--- src/rtl/fp_cmp_pred.sv ---
module fp_cmp_pred #(
  parameter int DW   = 64,
  parameter int DEXP = 11,
  parameter int SW   = 32,
  parameter int SEXP = 8
) (
  input  logic          clk,
  input  logic          rst_n,
  input  logic          req_valid,
  input  logic          dbl,
  input  logic [3:0]    cond,
  input  logic [DW-1:0] op_a,
  input  logic [DW-1:0] op_b,
  output logic          res_valid,
  output logic          res_true,
  output logic          res_invalid
);
  localparam int DMAN = DW - 1 - DEXP;
  localparam int SMAN = SW - 1 - SEXP;

  logic          a_sign, b_sign, a_eones, b_eones, a_fnz, b_fnz, a_qbit, b_qbit;
  logic [DW-2:0] a_mag, b_mag;

  assign a_sign  = dbl ? op_a[DW-1] : op_a[SW-1];
  assign b_sign  = dbl ? op_b[DW-1] : op_b[SW-1];
  assign a_eones = dbl ? &op_a[DW-2 -: DEXP] : &op_a[SW-2 -: SEXP];
  assign b_eones = dbl ? &op_b[DW-2 -: DEXP] : &op_b[SW-2 -: SEXP];
  assign a_fnz   = dbl ? |op_a[DMAN-1:0] : |op_a[SMAN-1:0];
  assign b_fnz   = dbl ? |op_b[DMAN-1:0] : |op_b[SMAN-1:0];
  assign a_qbit  = dbl ? op_a[DMAN-1] : op_a[SMAN-1];
  assign b_qbit  = dbl ? op_b[DMAN-1] : op_b[SMAN-1];
  assign a_mag   = dbl ? op_a[DW-2:0] : {{(DW-SW){1'b0}}, op_a[SW-2:0]};
  assign b_mag   = dbl ? op_b[DW-2:0] : {{(DW-SW){1'b0}}, op_b[SW-2:0]};

  logic a_nan, b_nan, a_snan, b_snan, unord, zeros, eq, lt, hit, inv;

  assign a_nan  = a_eones & a_fnz;
  assign b_nan  = b_eones & b_fnz;
  assign a_snan = a_nan & ~a_qbit;
  assign b_snan = b_nan & ~b_qbit;
  assign unord  = a_nan | b_nan;
  assign zeros  = (a_mag == '0) && (b_mag == '0);
  assign eq     = ~unord & (zeros | ((a_sign == b_sign) && (a_mag == b_mag)));
  assign lt     = ~unord & ~eq &
                  ((a_sign & ~b_sign) |
                   (~a_sign & ~b_sign & (a_mag < b_mag)) |
                   (a_sign & b_sign & (a_mag > b_mag)));
  assign hit    = (cond[0] & unord) | (cond[1] & eq) | (cond[2] & lt);
  assign inv    = (cond[3] & unord) | a_snan | b_snan;

  always_ff @(posedge clk) begin
    if (!rst_n) begin
      res_valid   <= 1'b0;
      res_true    <= 1'b0;
      res_invalid <= 1'b0;
    end else begin
      res_valid   <= req_valid;
      res_true    <= req_valid & hit;
      res_invalid <= req_valid & inv;
    end
  end

  assert_valid_lat_R2: assert property (@(posedge clk) disable iff (!rst_n)
    req_valid |=> res_valid);
  assert_idle_quiet_R2: assert property (@(posedge clk) disable iff (!rst_n)
    !req_valid |=> (!res_valid && !res_true && !res_invalid));
  assert_empty_mask_R3: assert property (@(posedge clk) disable iff (!rst_n)
    (req_valid && cond[2:0] == 3'd0) |=> !res_true);
  assert_unord_only_R4: assert property (@(posedge clk) disable iff (!rst_n)
    (req_valid && unord && cond[2:0] == 3'd6) |=> !res_true);
  assert_sig_unord_R7: assert property (@(posedge clk) disable iff (!rst_n)
    (req_valid && cond[3] && unord) |=> res_invalid);
  assert_snan_inv_R8: assert property (@(posedge clk) disable iff (!rst_n)
    (req_valid && (a_snan || b_snan)) |=> res_invalid);
endmodule

--- config.mk ---
export PLATFORM = sky130hd
export DESIGN_NAME = fp_cmp_pred
export DESIGN_NICKNAME = d
export VERILOG_FILES = /design/src/rtl/fp_cmp_pred.sv
export SDC_FILE = /design/constraint.sdc
export NUM_CORES = 1
export LEC_CHECK = 0
export BUFFER_PORTS_ARGS = -buffer_cell sky130_fd_sc_hd__buf_2
export CELL_PAD_IN_SITES_DETAIL_PLACEMENT = 1
export CELL_PAD_IN_SITES_GLOBAL_PLACEMENT = 1
export CORE_ASPECT_RATIO = 1.4
export CORE_UTILIZATION = 33
export DETAILED_ROUTE_END_ITERATION = 6
export MAX_ROUTING_LAYER = met4
export PLACE_DENSITY_LB_ADDON = 0.15
export SLEW_MARGIN = 20
export SYNTH_ARGS = -nofsm -noshare
export SYNTH_HDL_FRONTEND = slang
export SYNTH_SLANG_ARGS = --single-unit
--- constraint.sdc ---
create_clock -name clk -period 9.3 [get_ports clk]
set_input_delay 1.86 -clock clk [delete_from_list [all_inputs] [get_ports clk]]
set_output_delay 1.86 -clock clk [all_outputs]
set_load 0.02 [all_outputs]
* Yosys cells after proc, flatten, opt, wreduce, memory -nomap -nowiden
Index checks and enable logic that the tools add are counted. W data, S select, Z words.
Storage, ports and cells: bits in registers 3, input port bits 136, output and inout bits 3, word-level logic and storage cells 61
Cells by class: order comparisons 2, eq/ne operators 2, multiplexer cells 10, bitwise gates (word level) 32, reduce and logical (&&, ||, !) cells 12
Operators by type and width (count):
- $logic_not A63 Y1 | 2
- $mux W63 | 2
- $reduce_or A52 Y1 | 2
- $eq A63 B63 Y1 | 1
- $gt A63 B63 Y1 | 1
- $lt A63 B63 Y1 | 1
- $reduce_or A23 Y1 | 2
- $reduce_and A11 Y1 | 2
- $and A1 B1 Y1 | 18
- $reduce_and A8 Y1 | 2
- $mux W1 | 8
- $or A1 B1 Y1 | 8
- $not A1 Y1 | 6
- $logic_and A1 B1 Y1 | 2
- $eq A1 B1 Y1 | 1

* Logic depth before layout (Yosys ltp)
Gate-level depths: netlist (run 1).
word-level depth 12, depth in mapped cells 12, depth with buffers taken out 10

* Worst setup path after synthesis (run 1)
OpenSTA, ideal clock, no wires.
path kind input port to flip-flop, start input port dbl, end register res_true, library setup time 0.125 ns, arrival time 4.190 ns, data required time 9.175 ns, setup slack 4.985 ns, stages 12, path buffers 2, cells stage by stage clkbuf_1 clkbuf_1 nand2_1 ha_1 nand4_1 nor4_2 nand2_1 nor2_1 a21boi_1 a311oi_1 a311o_1 a221oi_2
On the way: longest elaborated chain between the ends 11, elaborated cells on any way between the ends 40, those cells by class 2 x order compare; 2 x eq/ne; 8 x mux; 24 x bitwise; 4 x reduce/logical
Ends and longest elaborated chain:
- start: declaration | line 10 | input logic dbl,
- branches (longest 9 deep; another with $lt A63 B63 Y1)
- $or A1 B1 Y1 (*) | line 48 | assign hit = (cond[0] & unord) | (cond[1] & eq) | (cond[2] & lt);
- $and A1 B1 Y1 (*) | line 58 | res_true <= req_valid & hit;
- end signal: assignment | line 58
- end: declaration | line 15 | output logic res_true,
Every way passes the cells marked *. A chain may end at the register's enable or synchronous reset.

* Final worst setup path (run 1)
Ends and elaborated chain as after synthesis.

==> results of run 1 <==
area by class of cell:
class | instances | area (um2) | area share
multi-input combinational | 323 | 2260 | 0.680
tap | 97 | 121 | 0.0364
clock buffer | 4 | 45.0 | 0.0135
timing repair buffer | 139 | 698 | 0.210
inverter | 38 | 143 | 0.0428
sequential | 3 | 60.1 | 0.0180
how the worst max path moves through the flow:
stage | end | slack, ns | cells after the start
5_1_grt | res_true | 4.58 | 12
3_5_place_dp | res_true | 4.70 | 12
3_3_place_gp | res_true | 4.83 | 12
4_1_cts | res_true | 4.94 | 12
6_report | res_true | 4.96 | 12
2_1_floorplan | res_true | 4.98 | 12
power by group:
| group | internal, mW | total, mW | switching (mW) |
|---|---|---|---|
| combinational | 0.0596 | 0.129 | 0.0693 |
| sequential | 0.0134 | 0.0135 | 0.0000745 |
| clock | 0.0293 | 0.0389 | 0.00959 |
| total | 0.102 | 0.181 | 0.0789 |
kinds of logic after synthesis:
logic type                 count (synthesis)  synth area share
buffers and inverters                     45            0.0677
AOI/OAI and AO/OA                         67             0.184
muxes                                      2           0.00803
DFF                                        3            0.0241
adders and majority gates                 66             0.331
and+or+nand+nor                          188             0.385
flip-flops by register name, indices dropped and copies added, names as in the netlist:
signal       count
res_invalid      1
res_valid        1
res_true         1
synth_stat cells, drive strengths merged, types with 5 or more instances:
| cell | n |
|---|---|
| a21oi | 31 |
| and2 | 32 |
| clkbuf | 5 |
| ha | 66 |
| inv | 38 |
| nand2 | 64 |
| nand3 | 11 |
| nand4 | 18 |
| nor2 | 16 |
| nor3 | 11 |
| nor4 | 29 |
| o21ai | 7 |
per-stage QoR:
| step | instance area [um2] | utilization | setup slack, ns | hold slack, ns |
|---|---|---|---|---|
| 2_1_floorplan | 2490 | - | 4.98 | 2.00 |
| 3_3_place_gp | 3290 | 0.449 | 4.83 | 2.11 |
| 3_5_place_dp | 3290 | 0.449 | 4.70 | 2.12 |
| 4_1_cts | 3330 | 0.456 | 4.94 | 1.89 |
| 5_1_grt | 3330 | 0.456 | 4.58 | 1.90 |
| 6_report | 3330 | 0.456 | 4.96 | 1.90 |
per-layer routing:
layer,track usage,vias to the layer above
met5,-,-
met4,0.0304,0
met3,0.00193,6
met2,0.470,90
met1,0.246,1472
li1,-,1641
tightest hold or removal path: cells and delay by family:
| kind | cells | cell delay, ns |
|---|---|---|
| AOI/OAI and AO/OA | 1 | 0.06 |
| and+or+nand+nor | 1 | 0.05 |
| buffers and inverters | 1 | 0.10 |
==> out/qor.txt, run 1 <==
==================================================================================
Remaining number of nets flagged by the antenna check after routing .            0
Routed metal-1 wirelength ...........................................      3350 um
Sum of net half-perimeters after detailed placement .................      7860 um
Number of synthesized flops with an enable pin ......................            0
Width of the chip ...................................................      75.5 um
Initial core utilization ............................................        0.341
Placeable core area .................................................     7310 um2
Die Ht ..............................................................       105 um
Number of buffers inserted by hold repair at cts ....................            0
Number of fill cells in the layout ..................................         1052
Number of nets produced by synthesis ................................          573
Async set-reset flop share out of synthesis .........................            0
Setup Fix Bufs, Post-CTS ............................................            0
Startpoint of the tightest hold check path ..........................      cond[3]
Start-to-end type of the worst setup path ...........................    in -> reg
Max_cap viols .......................................................            0
Die area ............................................................     7910 um2
CTS tree ............................................................          yes
Pre-antenna DRT Iters ...............................................            4
Crit path capture type ..............................................         flop
Cells after DPL .....................................................          600
Library cell used as clock root buffer .............................. sky130_fd_sc_hd__clkbuf_8
Maximum number of pins on one net before global-route repair ........           71
Setup repair after global routing missed its margin .................           no
Timing-limited maximum frequency ....................................      230 MHz
Top post-synthesis cells by area .................................... sky130_fd_sc_hd__ha_1, sky130_fd_sc_hd__nand2_1, sky130_fd_sc_hd__and2_1
Transition at the pin with the smallest max-transition slack ........     0.584 ns
Area growth syn-to-layout ...........................................        33.6%
Post-Syn Area .......................................................     2490 um2
Setup Viol. Count Final .............................................            0
Worst Hold Endpoint .................................................  res_invalid
Cell leakage power ..................................................      1.76 nW
Leading cell type in the layout, fill and taps excluded ............. sky130_fd_sc_hd__buf_2
DRT iter0 DRCs ......................................................           57
Synth cell types ....................................................           44
Total gr overflow ...................................................            0
PwrDens .............................................................  54.4 nW/um2
Highest routing layer actually used .................................         met4
Final-layout setup total negative slack .............................         0 ns
Crit. Startpoint ....................................................          dbl
Arrival time reported for the critical path endpoint ................      4.44 ns
Count of port buffers added during placement ........................          138
Clock buffers created by TritonCTS ..................................            3
Number of cells upsized or downsized after cts ......................            0
Clock slew seen by the registers of the worst setup and hold paths ..      0.03 ns
Total Power Consumption .............................................     0.181 mW
Vias per std cell ...................................................         5.31
Routed length on met2 ...............................................      4900 um
Worst Path Required .................................................      9.40 ns
Post-synthesis cell count ...........................................          371
Number of cells on the worst hold path ..............................            3
Headroom to the max-slew limit ......................................        0.611
Synth top area share ................................................        0.331
Leading cell types in the layout, fill and taps excluded ............ sky130_fd_sc_hd__buf_2, sky130_fd_sc_hd__ha_1, sky130_fd_sc_hd__nand2_1
Global-route usage over all layers ..................................        0.233
Global-route wire length before repair ..............................     14400 um
Post-synthesis average cell area ....................................     6.72 um2
Flip-flop cell with the highest count after synthesis ............... sky130_fd_sc_hd__dfxtp_1
Sink count of the clock tree ........................................            3
Final GP Congestion .................................................        0.812
Most numerous cell on the critical path ............................. sky130_fd_sc_hd__nand2_1
Crit path launch type ...............................................    input pin
Count of state elements after synthesis .............................            3
Final cell count without fillers ....................................          604
Number of core rows .................................................           37
Maximum fanout count along the critical path ........................           70
DRT Wirelength ......................................................      8610 um
# DRC ...............................................................            0
CP max stage cell ................................................... sky130_fd_sc_hd__buf_4
Routed length on met3 ...............................................       308 um
Count of H-tree levels built during CTS .............................            1
Final-stage net count ...............................................          710
Max incr delay on CP ................................................      0.46 ns
Maximum count of clock buffers along a single path ..................            2
Sequential element share of the synthesized area ....................       0.0241
Mean routed wirelength per cell .....................................      14.3 um
Crit share post-route ...............................................        0.467
Worst hold path class ...............................................    in -> reg
Number of placed I/O pins ...........................................          139
Initial antenna violation count .....................................            0
Final antenna diode count ...........................................            0
Cell type with the largest total area after synthesis ............... sky130_fd_sc_hd__ha_1
Number of warnings printed during yosys synthesis ...................            0
IR drop worst, VDD ..................................................      31.5 uV
Final Hold Vio Count ................................................            0
Number of global-route vias before repair ...........................         3406
Critical path buffer and inverter count .............................            2
Result of the run ................................................... finished clean
Count of pins over their slew limit .................................            0
Number of vias in the routed layout .................................         3209
Fraction of layout cells with a size suffix above 1 .................        0.294
Crit-path leading delay family ...................................... simple AND/OR/NAND/NOR gates
Cell chain of the critical path ..................................... buf_2 -> buf_4 -> nand2_1 -> ha_1 -> nand4_1 -> nor4_2 -> nand2_1 -> nor2_1 -> a21boi_1 -> a311oi_1 -> a311o_1 -> a221oi_2
Crit path time final ................................................      4.34 ns
==================================================================================
Power figures use the tool's default switching activity.
==> inputs of run 2 (changes only) <==
- ABC_AREA: not set -> 1
- CORE_UTILIZATION: 33 -> 28
- clock period: 9.3 -> 3.6 ns (I/O delays scaled with it)
==> run 2 against run 1 <==
  * Design area up 22%
  * Combinational power rose to 3.1 times the previous value
  * Clock-buffer cell count is the same
  * Highest routed layer unchanged
  * Routed wire length increased by 33%
  * Critical path depth increased by 4
==> out/qor.txt, run 2 <==
==================================================================================
Result of the run ................................................... finished clean
Most instantiated cells after synthesis ............................. sky130_fd_sc_hd__nand2_1, sky130_fd_sc_hd__nor2_1, sky130_fd_sc_hd__inv_1, sky130_fd_sc_hd__ha_1
Proportion of total power due to net switching ......................        0.430
Cell type with the largest total area after synthesis ............... sky130_fd_sc_hd__nand2_1
Number of vias in the routed layout .................................         4153
Net Switching .......................................................     0.263 mW
Sink count of the clock tree ........................................            3
Global routing usage on met3 ........................................       0.0113
Number of synthesized flops with an enable pin ......................            0
Largest registers in the final layout ............................... res_invalid (1), res_true (1), res_valid (1)
Die area ............................................................    11700 um2
Setup repair after global routing missed its margin .................           no
Clock slew seen by the registers of the worst setup and hold paths ..      0.03 ns
Synth cell types ....................................................           23
Cell leakage power ..................................................      2.60 nW
Final Hold Vio Count ................................................            0
Sequential element share of the synthesized area ....................       0.0190
Total gr overflow ...................................................            0
DRT iter0 DRCs ......................................................           59
Total Power Consumption .............................................     0.613 mW
Number of global-route vias before repair ...........................         4372
Crit path capture type ..............................................         flop
Post-synthesis cell count ...........................................          611
Post-synthesis average cell area ....................................     5.16 um2
Final-layout setup total negative slack .............................         0 ns
Internal cell power .................................................     0.349 mW
# DRC ...............................................................            0
Final-stage net count ...............................................          950
Post-Syn Area .......................................................     3160 um2
Die Ht ..............................................................       128 um
Arrival time reported for the critical path endpoint ................      2.70 ns
Initial antenna violation count .....................................            0
Final antenna diode count ...........................................            0
Setup Viol. Count Final .............................................            0
Start-to-end type of the worst setup path ...........................    in -> reg
Area growth syn-to-layout ...........................................        28.4%
Post-layout util ....................................................        0.371
Number of cells upsized or downsized after cts ......................            0
Width of the chip ...................................................      91.7 um
Initial core utilization ............................................        0.289
Count of port buffers added during placement ........................          138
Clock buffers created by TritonCTS ..................................            3
Remaining number of nets flagged by the antenna check after routing .            0
Maximum fanout count along the critical path ........................           51
Number of warnings printed during yosys synthesis ...................            0
Leading cell types in the layout, fill and taps excluded ............ sky130_fd_sc_hd__nand2_1, sky130_fd_sc_hd__buf_2, sky130_fd_sc_hd__nor2_1
Flip-flop cell with the highest count after synthesis ............... sky130_fd_sc_hd__dfxtp_1
Number of buffers inserted by hold repair at cts ....................            0
Crit path launch type ...............................................    input pin
Number of placed I/O pins ...........................................          139
Hold Slack ..........................................................     0.779 ns
Sum of net half-perimeters after detailed placement .................     10500 um
Mean routed wirelength per cell .....................................      12.9 um
Vias per std cell ...................................................         4.68
Most common cell in the synthesized netlist ......................... sky130_fd_sc_hd__nand2_1
Global-route track usage on met2 ....................................        0.438
Fraction of layout cells with a size suffix above 1 .................        0.205
Timing-limited maximum frequency ....................................      393 MHz
Global route hottest layer ..........................................         met2
Max_cap viols .......................................................            0
Async set-reset flop share out of synthesis .........................            0
Crit share post-route ...............................................        0.706
Number of nets produced by synthesis ................................          813
Transition at the pin with the smallest max-transition slack ........     0.423 ns
Number of fill cells in the layout ..................................         1620
Logic gate share of total power .....................................        0.657
DRT Wirelength ......................................................     11400 um
Worst Path Required .................................................      3.76 ns
Global-route wire length before repair ..............................     19100 um
Worst hold path class ...............................................    in -> reg
Crit path time final ................................................      2.54 ns
Global-route usage over all layers ..................................        0.206
Count of state elements after synthesis .............................            3
Clock share of power ................................................        0.286
Library cell used as clock root buffer .............................. sky130_fd_sc_hd__clkbuf_16
Headroom to the max-slew limit ......................................        0.716
Number of core rows .................................................           45
Maximum number of pins on one net before global-route repair ........           52
Setup Fix Bufs, Post-CTS ............................................            0
Leading cell type in the layout, fill and taps excluded ............. sky130_fd_sc_hd__nand2_1
Top post-synthesis cells by area .................................... sky130_fd_sc_hd__nand2_1, sky130_fd_sc_hd__ha_1, sky130_fd_sc_hd__nor2_1
IR drop worst, VDD ..................................................      97.1 uV
Sequential cell area ................................................     60.1 um2
Placeable core area .................................................    10900 um2
Area used by multi-input combinational logic ........................     2630 um2
Met1 Resource Use GR ................................................        0.206
Pre-antenna DRT Iters ...............................................            4
Final GP Congestion .................................................        0.867
Maximum count of clock buffers along a single path ..................            2
PwrDens .............................................................   151 nW/um2
Sequential power share ..............................................        0.057
Count of pins over their slew limit .................................            0
Synth top area share ................................................        0.270
Count of H-tree levels built during CTS .............................            1
CTS tree ............................................................          yes
==================================================================================
-- run 2: cell types whose count changed after synthesis, moves of 3 or more --
cell | previous run | this run
sky130_fd_sc_hd__a211oi_1 | 3 | 0
sky130_fd_sc_hd__nand3_1 | 11 | 24
sky130_fd_sc_hd__clkbuf_1 | 5 | 0
sky130_fd_sc_hd__a21oi_1 | 28 | 24
sky130_fd_sc_hd__or2_2 | 0 | 4
sky130_fd_sc_hd__nand2_1 | 64 | 227
sky130_fd_sc_hd__inv_2 | 1 | 5
sky130_fd_sc_hd__nor4_1 | 28 | 0
sky130_fd_sc_hd__and2_1 | 32 | 3
sky130_fd_sc_hd__buf_6 | 0 | 6
sky130_fd_sc_hd__nor2_1 | 16 | 102
sky130_fd_sc_hd__inv_1 | 37 | 99
-- run 2: cell type report --
type,count,area share
multi-input cells,496,0.649
well taps,141,0.0435
inverters,104,0.0964
flip-flops and latches,3,0.0148
clock buffers,4,0.0195
repair buffers,140,0.177
-- run 2: cells by family after synthesis --
group / share of synthesized area
AO/OA/AOI/OAI: 0.0674
flip-flops: 0.0190
adder cells (fa/ha/maj): 0.262
AND/OR/NAND/NOR: 0.504
buffers and inverters: 0.148
-- run 2: path summary, 6_finish.rpt --
kind,start,endpoint,slack (ns),cells past startpoint
setup / recovery,dbl,res_true,1.06,16
hold / removal,req_valid,res_valid,0.78,3
-- run 2: power by group through the flow --
stage	Clock (mW)	Combinational (mW)	Sequential (mW)
floorplan	0	0.241	0.0366
global route	0.182	0.469	0.0348
detailed placement	0	0.408	0.0352
finish	0.175	0.403	0.0348
CTS	0.177	0.411	0.0348
global placement	0	0.394	0.0351
-- run 2: metal layers --
layer,vias up,wire (um)
li1,2186,-
met1,1876,4420
met2,85,6610
met3,6,323
met4,0,89
met5,-,0
-- run 2: critical path, cell delays in order --
cell and delay (ns):
sky130_fd_sc_hd__buf_2 0.11, sky130_fd_sc_hd__buf_12 0.22, sky130_fd_sc_hd__nand2_1 0.10, sky130_fd_sc_hd__ha_1 0.30, sky130_fd_sc_hd__nand2_1 0.05, sky130_fd_sc_hd__inv_1 0.08, sky130_fd_sc_hd__nand2_1 0.08, sky130_fd_sc_hd__nor3b_1 0.24
sky130_fd_sc_hd__nand2_1 0.08, sky130_fd_sc_hd__nor2_1 0.19, sky130_fd_sc_hd__nand3b_1 0.13, sky130_fd_sc_hd__nand2_1 0.08, sky130_fd_sc_hd__nand3_1 0.07, sky130_fd_sc_hd__nand2_1 0.07, sky130_fd_sc_hd__inv_2 0.04, sky130_fd_sc_hd__a21oi_2 0.11
-- run 2: metrics by stage --
| step | setup WS [ns] | std cells | area [um2] |
|---|---|---|---|
| floorplan | 1.26 | 611 | 3160 |
| global placement | 0.811 | 884 | 3970 |
| detailed placement | 0.818 | 884 | 3970 |
| CTS | 1.04 | 888 | 4050 |
| global route | 0.754 | 888 | 4050 |
| finish | 1.06 | 888 | 4050 |
